## config.mk

```make
export PLATFORM = sky130hd
export DESIGN_NAME = irq_ctl8
export DESIGN_NICKNAME = d
export VERILOG_FILES = /design/src/rtl/irq_ctl8_pkg.sv /design/src/rtl/irq_ctl8_req_latch.sv /design/src/rtl/irq_ctl8_resolver.sv /design/src/rtl/irq_ctl8.sv
export SDC_FILE = /design/constraint.sdc
export NUM_CORES = 1
export LEC_CHECK = 0
export BUFFER_PORTS_ARGS = -buffer_cell sky130_fd_sc_hd__buf_2
export CORE_ASPECT_RATIO = 1.5
export CORE_MARGIN = 1.5
export CORE_UTILIZATION = 57
export CTS_BUF_LIST = sky130_fd_sc_hd__clkbuf_2 sky130_fd_sc_hd__clkbuf_4 sky130_fd_sc_hd__clkbuf_8
export DETAILED_ROUTE_END_ITERATION = 6
export HOLD_SLACK_MARGIN = 0.02
export PLACE_DENSITY = 0.9
export SLEW_MARGIN = 30
export SYNTH_ARGS = -nofsm -noshare
export SYNTH_HDL_FRONTEND = slang
export SYNTH_SLANG_ARGS = --single-unit
```

## constraint.sdc

```tcl
create_clock -name clk -period 5.89 [get_ports clk]
set_input_delay 0 -clock clk [delete_from_list [all_inputs] [get_ports clk]]
set_output_delay 0 -clock clk [all_outputs]
set_load 0.02 [all_outputs]
```

## src/rtl/irq_ctl8_pkg.sv

```systemverilog
// Package: command encodings shared by the controller and its checker.
// Assumes byte-wide host data.
package irq_ctl8_pkg;
    localparam int DW = 8;
    localparam logic [7:0] CMD_SEL_IRR = 8'h0A;
    localparam logic [7:0] CMD_SEL_ISR = 8'h0B;
    localparam logic [7:0] CMD_NS_EOI  = 8'h20;
    localparam logic [4:0] CMD_MODE_HI = 5'b00010;   // 0x10..0x17
    localparam logic [4:0] CMD_SEOI_HI = 5'b01100;   // 0x60..0x67

    // Mode fields carried by a 0x10..0x17 command byte.
    typedef struct packed {
        logic rotate;
        logic auto_eoi;
        logic level;
    } mode_t;
endpackage

```

## src/rtl/irq_ctl8_req_latch.sv

```systemverilog
// Request latch: holds the pending register.
// Edge mode sets a bit on a rising input and clears it on request.
// Level mode copies the inputs.
// Assumes irq_in is already synchronous to clk.
module irq_ctl8_req_latch #(
    parameter int N = 8
) (
    input  logic         clk,
    input  logic         rst_n,
    input  logic         level_mode,
    input  logic [N-1:0] irq_in,
    input  logic [N-1:0] clr_vec,
    output logic [N-1:0] irr
);
    logic [N-1:0] prev_q;

    // Track previous input levels and update pending bits.
    always_ff @(posedge clk) begin
        if (!rst_n) begin
            prev_q <= '0;
            irr    <= '0;
        end else begin
            prev_q <= irq_in;
            if (level_mode)
                irr <= irq_in;
            else
                irr <= (irr & ~clr_vec) | (irq_in & ~prev_q);
        end
    end
endmodule

```

## src/rtl/irq_ctl8_resolver.sv

```systemverilog
// Priority resolver, purely combinational.
// It finds the highest-ranked pending line and the highest-ranked in-service line.
// It requests an interrupt when the pending winner strictly outranks service.
// Rank 0 belongs to line `start`. Assumes N is a power of two, so index arithmetic wraps.
module irq_ctl8_resolver #(
    parameter int N = 8,
    localparam int W = $clog2(N)
) (
    input  logic [N-1:0] pend,
    input  logic [N-1:0] isr,
    input  logic [W-1:0] start,
    output logic         cand_vld,
    output logic [W-1:0] cand,
    output logic         isr_any,
    output logic [W-1:0] isr_top,
    output logic         int_req
);
    logic [W-1:0] cand_rank;
    logic [W-1:0] isr_rank;

    // Scan from lowest rank to highest so the last hit is the winner.
    always_comb begin
        cand_vld = 1'b0;
        cand     = '0;
        isr_any  = 1'b0;
        isr_top  = '0;
        for (int i = N - 1; i >= 0; i--) begin
            if (pend[start + W'(i)]) begin
                cand_vld = 1'b1;
                cand     = start + W'(i);
            end
            if (isr[start + W'(i)]) begin
                isr_any = 1'b1;
                isr_top = start + W'(i);
            end
        end
    end

    // Compare ranks relative to the current top-priority line.
    always_comb begin
        cand_rank = cand - start;
        isr_rank  = isr_top - start;
        int_req   = cand_vld && (!isr_any || (cand_rank < isr_rank));
    end
endmodule

```

## src/rtl/irq_ctl8.sv

```systemverilog
// Eight-line interrupt controller top.
// It decodes host commands, holds mask, mode, base and in-service state,
// and answers acknowledges with vectors.
// Assumes single-cycle strobes, synchronous to clk.
module irq_ctl8
    import irq_ctl8_pkg::*;
#(
    parameter int N = 8,
    localparam int W = $clog2(N)
) (
    input  logic          clk,
    input  logic          rst_n,
    input  logic          bus_sel,
    input  logic          bus_rd,
    input  logic          bus_wr,
    input  logic          bus_addr,
    input  logic [DW-1:0] bus_wdata,
    output logic [DW-1:0] bus_rdata,
    input  logic [N-1:0]  irq_in,
    output logic          int_out,
    input  logic          int_ack
);
    logic [N-1:0]  irr_q, isr_q, mask_q, isr_next, irr_clr;
    logic [DW-1:0] base_q;
    mode_t         mode_q;
    logic          sel_isr_q;
    logic [W-1:0]  low_ptr_q, start, cand, isr_top, eoi_line;
    logic          cand_vld, isr_any, int_req, eoi_do, ack_ok;
    logic          wr_cmd, wr_mask, rd_en;

    assign wr_cmd  = bus_sel & bus_wr & ~bus_addr;
    assign wr_mask = bus_sel & bus_wr & bus_addr;
    assign rd_en   = bus_sel & bus_rd;
    assign start   = mode_q.rotate ? low_ptr_q + 1'b1 : '0;
    assign ack_ok  = int_ack & int_req;
    assign int_out = int_req;

    irq_ctl8_req_latch #(.N(N)) u_req (
        .clk(clk), .rst_n(rst_n), .level_mode(mode_q.level),
        .irq_in(irq_in), .clr_vec(irr_clr), .irr(irr_q)
    );

    irq_ctl8_resolver #(.N(N)) u_res (
        .pend(irr_q & ~mask_q), .isr(isr_q), .start(start),
        .cand_vld(cand_vld), .cand(cand), .isr_any(isr_any),
        .isr_top(isr_top), .int_req(int_req)
    );

    // Decode completion commands and form the next in-service set.
    always_comb begin
        eoi_do   = 1'b0;
        eoi_line = '0;
        if (wr_cmd && bus_wdata == CMD_NS_EOI && isr_any) begin
            eoi_do   = 1'b1;
            eoi_line = isr_top;
        end else if (wr_cmd && bus_wdata[7:3] == CMD_SEOI_HI) begin
            eoi_do   = 1'b1;
            eoi_line = bus_wdata[W-1:0];
        end
        irr_clr  = ack_ok ? (N'(1) << cand) : '0;
        isr_next = isr_q & ~(eoi_do ? (N'(1) << eoi_line) : '0);
        if (ack_ok && !mode_q.auto_eoi)
            isr_next = isr_next | (N'(1) << cand);
    end

    // Control and state registers written by the host or by acknowledges.
    always_ff @(posedge clk) begin
        if (!rst_n) begin
            isr_q     <= '0;
            mask_q    <= '0;
            base_q    <= '0;
            mode_q    <= '0;
            sel_isr_q <= 1'b0;
            low_ptr_q <= W'(N - 1);
        end else begin
            isr_q <= isr_next;
            if (wr_mask)
                mask_q <= bus_wdata[N-1:0];
            if (wr_cmd) begin
                if (bus_wdata[7])
                    base_q <= {bus_wdata[DW-1-W:0], {W{1'b0}}};
                else if (bus_wdata[7:3] == CMD_MODE_HI)
                    mode_q <= bus_wdata[2:0];
                else if (bus_wdata == CMD_SEL_IRR)
                    sel_isr_q <= 1'b0;
                else if (bus_wdata == CMD_SEL_ISR)
                    sel_isr_q <= 1'b1;
            end
            if (mode_q.rotate) begin
                if (ack_ok && mode_q.auto_eoi)
                    low_ptr_q <= cand;
                else if (eoi_do)
                    low_ptr_q <= eoi_line;
            end
        end
    end

    // Read-data register: acknowledge vector or status/mask read.
    always_ff @(posedge clk) begin
        if (!rst_n)
            bus_rdata <= '0;
        else if (int_ack)
            bus_rdata <= base_q + (ack_ok ? DW'(cand) : DW'(N - 1));
        else if (rd_en)
            bus_rdata <= bus_addr ? DW'(mask_q) : DW'(sel_isr_q ? isr_q : irr_q);
    end
endmodule

```

Yosys cells after proc, flatten, opt, wreduce, memory -nomap -nowiden
Index checks and enable logic that the tools add are counted.
{"block": "totals", "reg_bits": 52, "latch_bits": 0, "mem_bits_rw": 0, "rom_bits": 0, "output_inout_bits": 9, "elab_cells": 154, "n_memories": 0}
{"block": "classes", "addsub": 11, "n_mul": 0, "div_mod_pow": 0, "order_cmp": 9, "n_eq_ne": 5, "shift": 2, "n_mux": 82, "bitwise_logic": 18, "reduce_logical": 16}
{"operator": "3-bit two-way mux", "count": 22}
{"operator": "8-bit two-way mux", "count": 8}
{"operator": "1-bit binary-select mux with 3-bit select", "count": 16}
{"operator": "1-bit two-way mux", "count": 36}
{"operator": "8-bit AND", "count": 4}
{"operator": "3-bit by 4-bit less-than comparator with 1-bit output (second input constant)", "count": 8}
{"operator": "8-bit inverter", "count": 4}
{"operator": "8-bit by 4-bit equality test with 1-bit output (second input constant)", "count": 2}
{"operator": "8-bit OR", "count": 2}
{"operator": "1-bit by 3-bit << shifter with 8-bit output (first input constant)", "count": 2}
{"operator": "3-bit adder (second input constant)", "count": 4}
{"operator": "8-bit by 3-bit adder with 8-bit output", "count": 1}
{"operator": "8-bit by 6-bit equality test with 1-bit output (second input constant)", "count": 1}
{"operator": "3-bit by 1-bit adder with 3-bit output (second input constant)", "count": 2}
{"operator": "3-bit by 2-bit adder with 3-bit output (second input constant)", "count": 2}
{"operator": "1-bit logical AND", "count": 6}
{"operator": "2-bit nonzero test", "count": 3}
{"operator": "3-bit subtractor", "count": 2}
{"operator": "1-bit AND", "count": 5}
{"operator": "5-bit by 2-bit equality test with 1-bit output (second input constant)", "count": 1}
{"operator": "5-bit by 4-bit equality test with 1-bit output (second input constant)", "count": 1}
{"operator": "2-bit AND reduction", "count": 2}
{"operator": "4-bit AND reduction", "count": 1}
{"operator": "3-bit less-than comparator", "count": 1}
{"operator": "4 further kinds", "count": 7}

Logic depth before layout (Yosys ltp)
{"block": "depth", "ltp_word": 23, "depth_mapped": 25, "depth_no_buf": 21}

Hierarchy
From an unflattened synthesis, not the netlist that was laid out.
{"block": "unflattened", "cells_unflattened": 495, "hier_area_um2": 4124.0}
{"module": "irq_ctl8", "n_inst": 1, "cells_per_inst": 238, "area_per_inst_um2": 1949.4}
{"module": "irq_ctl8_resolver", "n_inst": 1, "cells_per_inst": 207, "area_per_inst_um2": 1551.5}
{"module": "irq_ctl8_req_latch", "n_inst": 1, "cells_per_inst": 50, "area_per_inst_um2": 623.1}

Worst setup path after synthesis
OpenSTA, ideal clock, no wires.
{"block": "synth_path", "kind": "reg-to-reg", "start": "register low_ptr_q[0]", "end": "register u_req.irr[6]", "arrival_time_ns": 5.721, "setup_slack_ns": 0.051, "path_stages_with_launch": 22, "path_buffers": 2, "synth_period_minus_slack_ns": 5.839, "path_cell_list": "dfxtp_1 -> ha_1 -> nand2_1 -> inv_1 -> clkbuf_1 -> clkbuf_1 -> ha_1 -> xnor2_2 -> mux2i_1 -> nand2_1 -> o311a_1 -> nor3_2 -> inv_2 -> fa_1 -> xnor2_1 -> ha_1 -> a21oi_1 -> a41o_1 -> o211ai_1 -> o41a_1 -> or4_1 -> a32o_1"}
{"block": "synth_via", "elab_chain_cells": 23, "elab_cells_between_ends": 86, "classes_between": "add/sub: 10; order compare: 1; shift: 1; mux: 67; bitwise: 4; reduce/logical: 3"}
{"item": "from (decl)", "line": "irq_ctl8.sv:27", "source": "logic [W-1:0] low_ptr_q, start, cand, isr_top, eoi_line;"}
{"item": "from (signal assigned)", "line": "irq_ctl8.sv:74", "source": "low_ptr_q <= W'(N - 1);"}
{"item": "from (signal assigned)", "line": "irq_ctl8.sv:91", "source": "low_ptr_q <= cand;"}
{"item": "from (signal assigned)", "line": "irq_ctl8.sv:93", "source": "low_ptr_q <= eoi_line;"}
{"item": "3-bit by 1-bit adder with 3-bit output *", "line": "irq_ctl8.sv:34", "source": "assign start = mode_q.rotate ? low_ptr_q + 1'b1 : '0;"}
{"item": "3-bit two-way mux *", "line": "irq_ctl8.sv:34"}
{"item": "3-bit adder"}
{"item": "1-bit binary-select mux with 3-bit select (on tied branches)", "line": "irq_ctl8_resolver.sv:28, irq_ctl8_resolver.sv:32"}
{"item": "1-bit two-way mux (on tied branches)", "line": "irq_ctl8_resolver.sv:28, irq_ctl8_resolver.sv:32"}
{"item": "3-bit two-way mux (on tied branches) (8 in series)", "line": "irq_ctl8_resolver.sv:28, irq_ctl8_resolver.sv:32"}
{"item": "3-bit subtractor (on tied branches)", "line": "irq_ctl8_resolver.sv:41, irq_ctl8_resolver.sv:42"}
{"item": "3-bit less-than comparator", "line": "irq_ctl8_resolver.sv:43", "source": "int_req = cand_vld && (!isr_any || (cand_rank < isr_rank));"}
{"item": "1-bit logical OR", "line": "irq_ctl8_resolver.sv:43"}
{"item": "1-bit logical AND", "line": "irq_ctl8_resolver.sv:43"}
{"item": "1-bit AND", "line": "irq_ctl8.sv:35", "source": "assign ack_ok = int_ack & int_req;"}
{"item": "8-bit two-way mux *", "line": "irq_ctl8.sv:60", "source": "irr_clr = ack_ok ? (N'(1) << cand) : '0;"}
{"item": "8-bit inverter *", "line": "irq_ctl8_req_latch.sv:27", "source": "irr <= (irr & ~clr_vec) | (irq_in & ~prev_q);"}
{"item": "8-bit AND *", "line": "irq_ctl8_req_latch.sv:27"}
{"item": "8-bit OR *", "line": "irq_ctl8_req_latch.sv:27"}
{"item": "8-bit two-way mux *", "line": "irq_ctl8_req_latch.sv:24", "source": "if (level_mode)"}
{"item": "to (signal assigned)", "line": "irq_ctl8_req_latch.sv:25", "source": "irr <= irq_in;"}
{"item": "to (signal assigned)", "line": "irq_ctl8_req_latch.sv:27"}
{"item": "to (decl)", "line": "irq_ctl8_req_latch.sv:13", "source": "output logic [N-1:0] irr"}
Every way passes the cells marked *; elsewhere a longest branch is shown, timed or not. The select of a mux whose other input is x is not followed.
A chain may end at the register's enable or synchronous reset.

Worst setup path after layout
{"block": "layout_path", "start": "register low_ptr_q[0]", "end": "register u_req.irr[2]"}
The elaborated chain is that of the path after synthesis.

==> summary.md <==
| Metric | Value |
|---|---|
| DPL Wire Length | approximately 10 mm |
| Core outline area | around 7600 µm² |
| Fmax achieved | between 150 and 200 MHz |
| Ys async rst share | 0 |
| Hold WS | 0.04680 ns |
| # DRC | 0 |
| Critical Path Sink Type | flip-flop |
| CTS H-tree lvls | 2 |
| Ant diodes | 0 |
| Netlist cell types | 76 |
| Number of max-cap violations | 0 |
| Total Nets Final | between 600 and 700 |
| Die Width | approximately 75 µm |
| Vias per cell | a little under 7 |
| CTS tree | done |
| Die Ht | roughly 110 µm |
| Worst vdd ir | 0.0002665 V |
| Synthesized net count | around 570 |
| Row count | 39 |
| Routability cong. | between 1 and 1.5 |
| Setup Viol. Count Final | 0 |
| Inst Count DP | ~660 |
| Int Power | approximately 670 µW |
| Share of layout cells above drive strength 1 | 0.1664 |
| Status | finished, final reports clean |
| Final Non-Filler Cells | ~680 |
| Setup CP Type | flip-flop to flip-flop |
| CTS Buffer Depth | 2 |
| Clock insertion delay at the later pin of the skew report | 0.33 ns |
| Hold depth | 3 |
| Worst EP arrival | approximately 5.8 ns |
| Clock power frac | 0.187 |
| R2R cell count | 19 |
| LEAKAGE | 2.070 nW |
| Ports | 32 |
| Synthesis-to-layout area growth | 13.13% |
| Initial core utilization | 0.5848 |
| Root Buffer | clkbuf_8 |
| Die area | 8360 µm² |
| Post-synthesis sequential area ratio | 0.2338 |
| Post-synth EDFFs | 0 |
| Synth Flop Type | dfxtp_1 |
| Final WL | 13.92 mm |
| Total global routing overflow | 0 |
| Post-route minimum period | about 5.6 ns |
| DRT antenna net count | 0 |
| Fin. Hold Viols | 0 |
| DR WL/cell | approximately 20 µm |
| Number of DRC markers in iteration 0 | 331 |
| Cts bufs inserted | 5 |
| Post-layout util | 0.6616 |
| Post-Syn Area | about 4500 µm² |
| Clock skew | about 0.018 ns |
| End of the worst register-to-register path | u_req.irr[2] |
| Reg2Reg Setup Slack | slightly below 0.3 ns |
| Min setup slack post-route | ~0.29 ns |
| Post-synthesis register bit count | 52 |
| Clk sinks | 52 |
| Req. time, crit path | between 6 and 7 ns |
| Rel. slew slack | 0.5112 |
| Global-route wire length before repair | between 20 and 25 mm |
| CP Max Fanout | 13 |
| Switching part of the total | 0.4219 |
| IO Port Bufs | 31 |
| Hold EP | mask_q[2] |
| Crit share post-route | 0.9509 |
| DRT Pass-1 Iters | 5 |
| Largest net degree at the start of global routing | 48 |
| Initial antenna violation count | 0 |
| Avg Cell Area, Syn | about 8.3 µm² |
| Slew Limit Fails | 0 |
| DP Worst Slack | 0.1859 ns |
| Filler Cell Count | ~590 |
| Hold wc startpoint | bus_wdata[2] |
| NetSw | approximately 490 µW |
| Vias | approximately 4,600 |
| GRT Util Overall | 0.3442 |
| Vias in the first global route | 4,507 |
| Hold Crit Class | input pin to flip-flop |
| Pin slew with the least headroom to its limit | 0.7332 ns |
| YS warnings | 0 |
| R2R Path Start | low_ptr_q[0] |
| Cells after Synth | 537 |
| Sequential fraction of design power | 0.355 |
| CP startpoint kind | flip-flop |
| Total Power | about 1.2 mW |
| Gate power share | 0.458 |
| Clk pin slew, worst setup/hold paths | approximately 0.11 ns |
| Power Density | between 200 and 250 nW/µm² |
-- critical path: stages (launching register included) --
cell	delay (ns)
dfxtp_1	0.44
ha_1	0.30
xor3_1	0.26
and2_1	0.37
mux2_2	0.40
mux2i_1	0.34
nand2_1	0.10
a21oi_1	0.16
nor2_1	0.07
nor3_2	0.22
inv_2	0.15
fa_1	0.42
xnor2_1	0.14
ha_1	0.32
a21oi_1	0.20
a41o_1	0.12
o211ai_1	0.14
o41a_2	0.56
or4b_1	0.52
a32o_1	0.27
-- flip-flops by register name (all words and copies together), names as in the netlist --
signal and cells:
mask_q 8, base_q 5, u_req.prev_q 8, low_ptr_q 3, bus_rdata 8, mode_q 3, u_req.irr 8, sel_isr_q 1
isr_q 8
-- cells in the mapped netlist, types with 4 or more instances --
cell	count	share of area
a21oi_1	28	0.031
mux4_2	8	0.040
or4_1	6	0.010
a211oi_1	4	0.0067
and2_1	14	0.020
nand3_1	12	0.013
nor3_1	9	0.010
buf_1	6	0.0051
o22ai_1	4	0.0056
mux2i_1	56	0.13
o311ai_1	5	0.0098
inv_1	14	0.012
nand2_1	61	0.051
xnor2_1	4	0.0079
o21ai_0	14	0.016
o31ai_1	5	0.0084
nor3b_1	4	0.0067
and3_1	7	0.0098
mux2_2	12	0.030
nor2_1	32	0.027
nand2b_1	17	0.024
a32o_1	9	0.020
clkbuf_1	19	0.016
nor2b_1	22	0.031
nand4_1	8	0.011
buf_2	5	0.0056
a31oi_1	4	0.0056
ha_1	5	0.014
nor4b_1	4	0.0079
o211a_1	6	0.013
o211ai_1	12	0.020
dfxtp_1	52	0.23
-- routing by layer --
layer | routed length [µm] | share of wire | global-route usage | vias up
li1 | - | - | - | 2087
met1 | 5046 | 0.36 | 0.3932 | 2154
met2 | 6916 | 0.50 | 0.5805 | 273
met3 | 826 | 0.059 | 0.03455 | 87
met4 | 1130 | 0.081 | 0.2298 | 0
met5 | 0 | 0 | 0 | -
-- through the flow --
step	setup TNS [ns]	cell area (µm²)
after floorplan	0	4452
after global placement	0	4767
after detailed placement	0	4767
after CTS	0	4987
after global routing	-0.04500	5036
final	0	5036
-- logic make-up (layout without fill, tap and decap cells) --
logic type,Yosys count,in the layout,share of synthesized area
mux,81,81,0.2128
flops,52,52,0.2338
xor+xnor,9,9,0.02614
fa+ha+maj,7,7,0.02305
buf+inv,50,90,0.04750
simple gates,210,210,0.2487
compound gates,128,128,0.2080
-- repair_timing --
action | in CTS | in global routing
buffers inserted | 0 | 0
endpoints found under the setup margin | 0 | 6
endpoints found under the hold margin | 15 | 0
resized for setup | 0 | 10
hold buffers | 13 | 0
-- cell type report --
| class | count | area (µm²) | share of cell area |
|---|---|---|---|
| Inverter | 17 | 66.31 | 0.01317 |
| Timing Repair Buffer | 65 | 455.4 | 0.09043 |
| Clock buffer | 5 | 68.82 | 0.01366 |
| Sequential cell | 52 | 1042 | 0.2070 |
| Clock inverter | 3 | 21.27 | 0.004224 |
| Multi-Input combinational cell | 435 | 3254 | 0.6462 |
| Tap cell | 102 | 127.6 | 0.02534 |
-- placed cells by master, fill, tap and decap left out, drive strengths merged, types with 3 or more instances in the layout --
cell type    netlist  layout
nand2             61      61
mux2i             57      57
dfxtp             52      52
buf               14      52
nor2              32      32
a21oi             28      28
nor2b             22      22
inv               17      18
nand2b            17      17
o21ai             17      17
mux2              16      16
and2              14      14
dlygate4sd3        0      13
nand3             12      12
o211ai            12      12
nor3              10      10
a32o               9       9
mux4               8       8
nand4              8       8
and3               7       7
xnor2              7       7
or4                6       6
o211a              6       6
o31ai              5       5
o311ai             5       5
clkbuf            19       5
ha                 5       5
a211oi             4       4
nor4b              4       4
o22ai              4       4
a31oi              4       4
nor3b              4       4
o21a               3       3
a32oi              3       3
nand4b             3       3
-- worst max path at each step --
stage,startpoint,to,slack [ns],cells past startpoint
after floorplan,low_ptr_q[0],u_req.irr[6],0.05,21
after global placement,low_ptr_q[0],u_req.irr[4],0.38,19
after detailed placement,low_ptr_q[0],u_req.irr[2],0.19,19
after CTS,low_ptr_q[0],u_req.irr[2],0.19,19
after global routing,low_ptr_q[0],u_req.irr[2],-0.03,18
final,low_ptr_q[0],u_req.irr[2],0.29,19
-- power groups by stage --
stage | registers, mW | logic [mW] | clock network (mW)
floorplan | 0.411 | 0.338 | 0
global placement | 0.415 | 0.485 | 0
detailed placement | 0.415 | 0.498 | 0
CTS | 0.407 | 0.507 | 0.212
global route | 0.412 | 0.565 | 0.225
finish | 0.410 | 0.528 | 0.216
Power figures use the tool's default switching activity.
